`src/rtl/snoop_filter.sv`:
```
module snoop_filter #(
  parameter int NODES = 4,
  parameter int SETS  = 16,
  parameter int WAYS  = 4,
  parameter int AW    = 12,
  localparam int NW   = $clog2(NODES),
  localparam int SW   = $clog2(SETS),
  localparam int TW   = AW - SW,
  localparam int AGW  = $clog2(WAYS)
) (
  input  logic             clk,
  input  logic             rst_n,
  input  logic             req_valid,
  output logic             req_ready,
  input  logic [NW-1:0]    req_node,
  input  logic [AW-1:0]    req_addr,
  input  logic             fe_valid,
  output logic             fe_ready,
  input  logic             fe_evict,
  input  logic [NW-1:0]    fe_node,
  input  logic [AW-1:0]    fe_addr,
  output logic             snp_valid,
  output logic             snp_inv,
  output logic [AW-1:0]    snp_addr,
  output logic [NODES-1:0] snp_vec
);

  logic [TW-1:0]    tag_q [SETS][WAYS];
  logic [NODES-1:0] vec_q [SETS][WAYS];
  logic [AGW-1:0]   age_q [SETS][WAYS];

  assign fe_ready  = 1'b1;
  assign req_ready = !fe_valid;

  wire             req_go  = req_valid && !fe_valid;
  wire             fill_go = fe_valid && !fe_evict;
  wire             evic_go = fe_valid && fe_evict;
  wire [AW-1:0]    op_addr = fe_valid ? fe_addr : req_addr;
  wire [NW-1:0]    op_node = fe_valid ? fe_node : req_node;
  wire [SW-1:0]    set     = op_addr[SW-1:0];
  wire [TW-1:0]    tag     = op_addr[AW-1:SW];
  wire [NODES-1:0] nbit    = NODES'(1) << op_node;

  logic           hit, free;
  logic [AGW-1:0] hit_way, free_way, vic_way, tgt_way;

  always_comb begin
    hit = 1'b0; hit_way = '0; free = 1'b0; free_way = '0;
    for (int w = WAYS - 1; w >= 0; w--) begin
      if (vec_q[set][w] != '0 && tag_q[set][w] == tag) begin
        hit = 1'b1; hit_way = AGW'(w);
      end
      if (vec_q[set][w] == '0) begin
        free = 1'b1; free_way = AGW'(w);
      end
    end
  end

  always_comb begin
    vic_way = '0;
    for (int w = 1; w < WAYS; w++) begin
      if ($countones(vec_q[set][w]) < $countones(vec_q[set][vic_way]) ||
          ($countones(vec_q[set][w]) == $countones(vec_q[set][vic_way]) &&
           age_q[set][w] > age_q[set][vic_way]))
        vic_way = AGW'(w);
    end
  end

  assign tgt_way = hit ? hit_way : (free ? free_way : vic_way);
  wire touch = (req_go && hit) || fill_go;
  wire [NODES-1:0] probe = vec_q[set][hit_way] & ~nbit;

  always_ff @(posedge clk) begin
    if (!rst_n) begin
      for (int s = 0; s < SETS; s++)
        for (int w = 0; w < WAYS; w++) begin
          tag_q[s][w] <= '0;
          vec_q[s][w] <= '0;
          age_q[s][w] <= AGW'(w);
        end
      snp_valid <= 1'b0;
      snp_inv   <= 1'b0;
      snp_addr  <= '0;
      snp_vec   <= '0;
    end else begin
      snp_valid <= 1'b0;
      snp_inv   <= 1'b0;
      snp_vec   <= '0;
      if (req_go && hit && probe != '0) begin
        snp_valid <= 1'b1;
        snp_addr  <= op_addr;
        snp_vec   <= probe;
      end
      if (fill_go) begin
        if (hit) begin
          vec_q[set][hit_way] <= vec_q[set][hit_way] | nbit;
        end else begin
          if (!free) begin
            snp_valid <= 1'b1;
            snp_inv   <= 1'b1;
            snp_addr  <= {tag_q[set][vic_way], set};
            snp_vec   <= vec_q[set][vic_way];
          end
          tag_q[set][tgt_way] <= tag;
          vec_q[set][tgt_way] <= nbit;
        end
      end
      if (evic_go && hit)
        vec_q[set][hit_way] <= vec_q[set][hit_way] & ~nbit;
      if (touch)
        for (int w = 0; w < WAYS; w++) begin
          if (AGW'(w) == tgt_way)
            age_q[set][w] <= '0;
          else if (age_q[set][w] < age_q[set][tgt_way])
            age_q[set][w] <= age_q[set][w] + 1'b1;
        end
    end
  end

endmodule

```
`config.mk`:
```
export PLATFORM = sky130hd
export DESIGN_NAME = snoop_filter
export DESIGN_NICKNAME = d
export VERILOG_FILES = /design/src/rtl/snoop_filter.sv
export SDC_FILE = /design/constraint.sdc
export NUM_CORES = 2
export LEC_CHECK = 0
export BUFFER_PORTS_ARGS = -buffer_cell sky130_fd_sc_hd__buf_4
export CORE_ASPECT_RATIO = 0.6
export CORE_MARGIN = 1
export CORE_UTILIZATION = 55
export CTS_BUF_LIST = sky130_fd_sc_hd__clkbuf_4 sky130_fd_sc_hd__clkbuf_8
export DETAILED_ROUTE_END_ITERATION = 6
export PLACE_DENSITY = 0.79
export SLEW_MARGIN = 20
export SYNTH_ARGS = -nofsm -noshare
export SYNTH_HDL_FRONTEND = slang
export SYNTH_SLANG_ARGS = --single-unit
```
`constraint.sdc`:
```
create_clock -name clk -period 15.3 [get_ports clk]
set_input_delay 3.06 -clock clk [delete_from_list [all_inputs] [get_ports clk]]
set_output_delay 3.06 -clock clk [all_outputs]
set_load 0.01 [all_outputs]
```
==> flow_summary_export.csv <==
group,metric,value,unit
outcome,status,"complete, but fails checks",
outcome,violations,"design-rule violations",
timing,worst_slew_pin_slew,1212,ps
floorplanning,boundaryPins,53,
place,dp_slack,571.0,ps
synthesis,synth_top_area_frac,0.6064,
global_routing,first_global_vias,30950,
place,portBuffers,51,
synthesis,syn_area_per_cell,12.06,um2
timing,fmax,0.07007,GHz
setup_path,critical-path-max-stage-delay,970,ps
global_routing,grt_first_pass_wirelength,209000,um
synthesis,seq_area_frac_synth,0.6145,
timing,setup_violations,0,
final_layout,multiInputGateArea,15690,um2
synthesis,ys_types,97,
synthesis,synth_top_area_cell,"edfxtp_1",
synthesis,synth-edff-count,896,
power_and_ir_drop,clkPwrFrac,0.195,
clock_network,clk_pin_slew_worst_paths,70,ps
setup_path,startpoint,"fe_valid",
clock_network,clock_latency,810,ps
clock_network,cts_max_level,4,
timing,setup_ws,1029,ps
synthesis,synthTopCellsByCount,"896 x edfxtp_1, 702 x nor2_1, 339 x nand2_1",
clock_network,cts_resized,0,
floorplanning,core,79680,um2
floorplanning,start_util,0.5569,
synthesis,async_flop_share,0,
clock_network,ctsRootBufferMaster,"clkbuf_8",
timing,maxSlewViolCount,0,
final_layout,fillers,6154,
timing,rsz0062_at_grt,"false",
final_layout,syn2layout_area_growth,9.083,%
power_and_ir_drop,power.leakage,16.52,nW
global_routing,grt_max_degree,81,
routing,ant_nets,0,
clock_network,cts_tree,"built",
clock_network,cts_buffers,132,
setup_path,worst_setup_path_start_kind,"input pin",
floorplanning,die-area,81850,um2
synthesis,synth_area_leaders,"edfxtp_1 61%, mux4_2 6.9%, nor2_1 5.9%, o21ai_0 3.2%, nand2_1 2.9%",
power_and_ir_drop,switchingPower,5.020,mW
setup_path,worst_ep_arrival_time,14740,ps
timing,setup_tns,0,ps
routing,viasPerCell,6.943,
synthesis,synthesis.area,44370,um2
clock_network,cts_sinks,914,
clock_network,post-cts-setup-buffer-count,0,
global_routing,overflow,0,
routing,vias,33540,
power_and_ir_drop,comb_power_share,0.518,
power_and_ir_drop,switching_share,0.4761,
timing,hold_ws,518.5,ps
synthesis,yosys_warnings,0,
timing,finClkSkew,39.40,ps
floorplanning,die_w,368.7,um
synthesis,synthCells,3680,
setup_path,crit_slowest_cell,"a2111oi_2",
synthesis,yosysMostFrequentCell,"edfxtp_1",
floorplanning,rows,80,
floorplanning,die_h,222.0,um
timing,layout_min_cycle_time,14270,ps
routing,drt-initial-drc-count,6918,
timing,slew_headroom,0.1812,
clock_network,cts_hold_buf,0,
power_and_ir_drop,powerDensity,217.8,nW/um2
setup_path,reg2reg_from,"vec_q[4][11]$_SDFFCE_PN0P_",
setup_path,critPathMaxFanout,26,
routing,avgRoutedWirePerCell,29.52,um
timing,fin_crit_sh,0.9328,
global_routing,antenna_found_initial,2,
setup_path,cp.required,15770,ps
power_and_ir_drop,seq_power_share,0.287,
final_layout,nNetsFinal,3732,
power_and_ir_drop,ir_drop,0.0007027,V
timing,hold_viol_final,0,
final_layout,register_area,27270,um2
routing,drtPass1Iterations,7,
final_layout,drive_gt1_frac,0.1618,
global_routing,grt_usage,0.3480,
min_path,hp-class,"reg2reg",
routing,route.detailed.drc,11,
min_path,hp-start,"snp_addr[4]$_SDFF_PN0_",
synthesis,synth_flop_cell,"edfxtp_1",
synthesis,synthesis.nets,3750,
power_and_ir_drop,p_int,5.523,mW
setup_path,cp-end-kind,"flip-flop",
synthesis,yosys_register_bits,914,
place,gp_congestion,0.9997,
routing,wirelength,142600,um
setup_path,worstSetupPathType,"in2reg",
setup_path,cpMostUsedCell,"ha_1",
job,maxCapViolCount,0,
place,dpl.hpwl,94740,um
clock_network,clockBufferDepth,3,
worst max-delay path, delay by kind of cell:
family                   cells  cell delay [ps]
AO/OA/AOI/OAI               17             5350
adder cells (fa/ha/maj)     12             3740
AND/OR/NAND/NOR              6             1270
buffers and inverters        7             1250
per-stage QoR:
stage	instances	cell area, um2	util	power [mW]
after floorplan	3680	44370	-	6.675
after global placement	4594	45720	0.5739	8.158
after detailed placement	4594	45730	0.5739	8.208
after CTS	4829	48390	0.6073	10.23
after global routing	4829	48390	0.6074	10.96
final	4831	48400	0.6074	10.54
layout by cell type, fill, tap and decap left out, types with 23 or more instances in the layout:
cell	instances
a21oi_1	57
a22oi_1	33
a41oi_1	42
buf_4	163
clkbuf_4	29
clkbuf_8	140
clkinv_1	34
edfxtp_1	896
ha_1	31
inv_1	44
mux2i_1	23
mux4_2	135
nand2_1	339
nor2_1	696
nor2b_1	25
nor3_1	209
o21a_1	153
o21ai_0	285
o21ai_1	28
o41ai_1	37
final timing paths:
| kind | endpoint | slack [ps] | cells after the start |
|---|---|---|---|
| hold / removal | snp_addr[4]$_SDFF_PN0_ | 520 | 2 |
| hold reg to reg | snp_addr[4]$_SDFF_PN0_ | 520 | 2 |
| setup reg to reg | age_q[4][3]$_SDFFCE_PN1P_ | 3880 | 38 |
| setup / recovery | age_q[4][3]$_SDFFCE_PN1P_ | 1030 | 42 |
kinds of logic after synthesis:
family / Yosys count / synth area share
buf+inv: 362 / 0.03762
flops: 914 / 0.6145
mux: 172 / 0.07741
compound gates: 748 / 0.1151
simple gates: 1413 / 0.1372
other cells: 1 / 0.00008452
fa+ha+maj: 38 / 0.01170
xor+xnor: 32 / 0.006317
per-layer routing:
layer	up-vias	GRT usage	share of wire
li1	13650	-	-
met1	16140	0.5274	0.38
met2	3430	0.4312	0.38
met3	326	0.1780	0.22
met4	0	0.09262	0.027
met5	-	0	0
final cells by class:
type / instances / share of cell area
antenna: 2 / 0.0001034
clock buffer: 169 / 0.04431
clock inverter: 66 / 0.01070
inverter: 44 / 0.003412
multi-input combinational: 2404 / 0.3242
sequential: 914 / 0.5634
tap: 1066 / 0.02756
timing repair buffer: 166 / 0.02634
power by group through the flow:
stage                     clock network, mW  logic, mW  registers [mW]
final                                  2.06       5.46            3.02
after global routing                   2.15       5.78            3.03
after CTS                              2.04       5.17            3.02
after detailed placement                  0       5.14            3.07
after global placement                    0       5.09            3.06
after floorplan                           0       3.64            3.04
state kept, by name, summed over array words and instances (netlist names):
register	cells
vec_q	256
snp_inv	1
snp_valid	1
tag_q	512
age_q	128
snp_addr	12
snp_vec	4
Power figures use the tool's default switching activity.
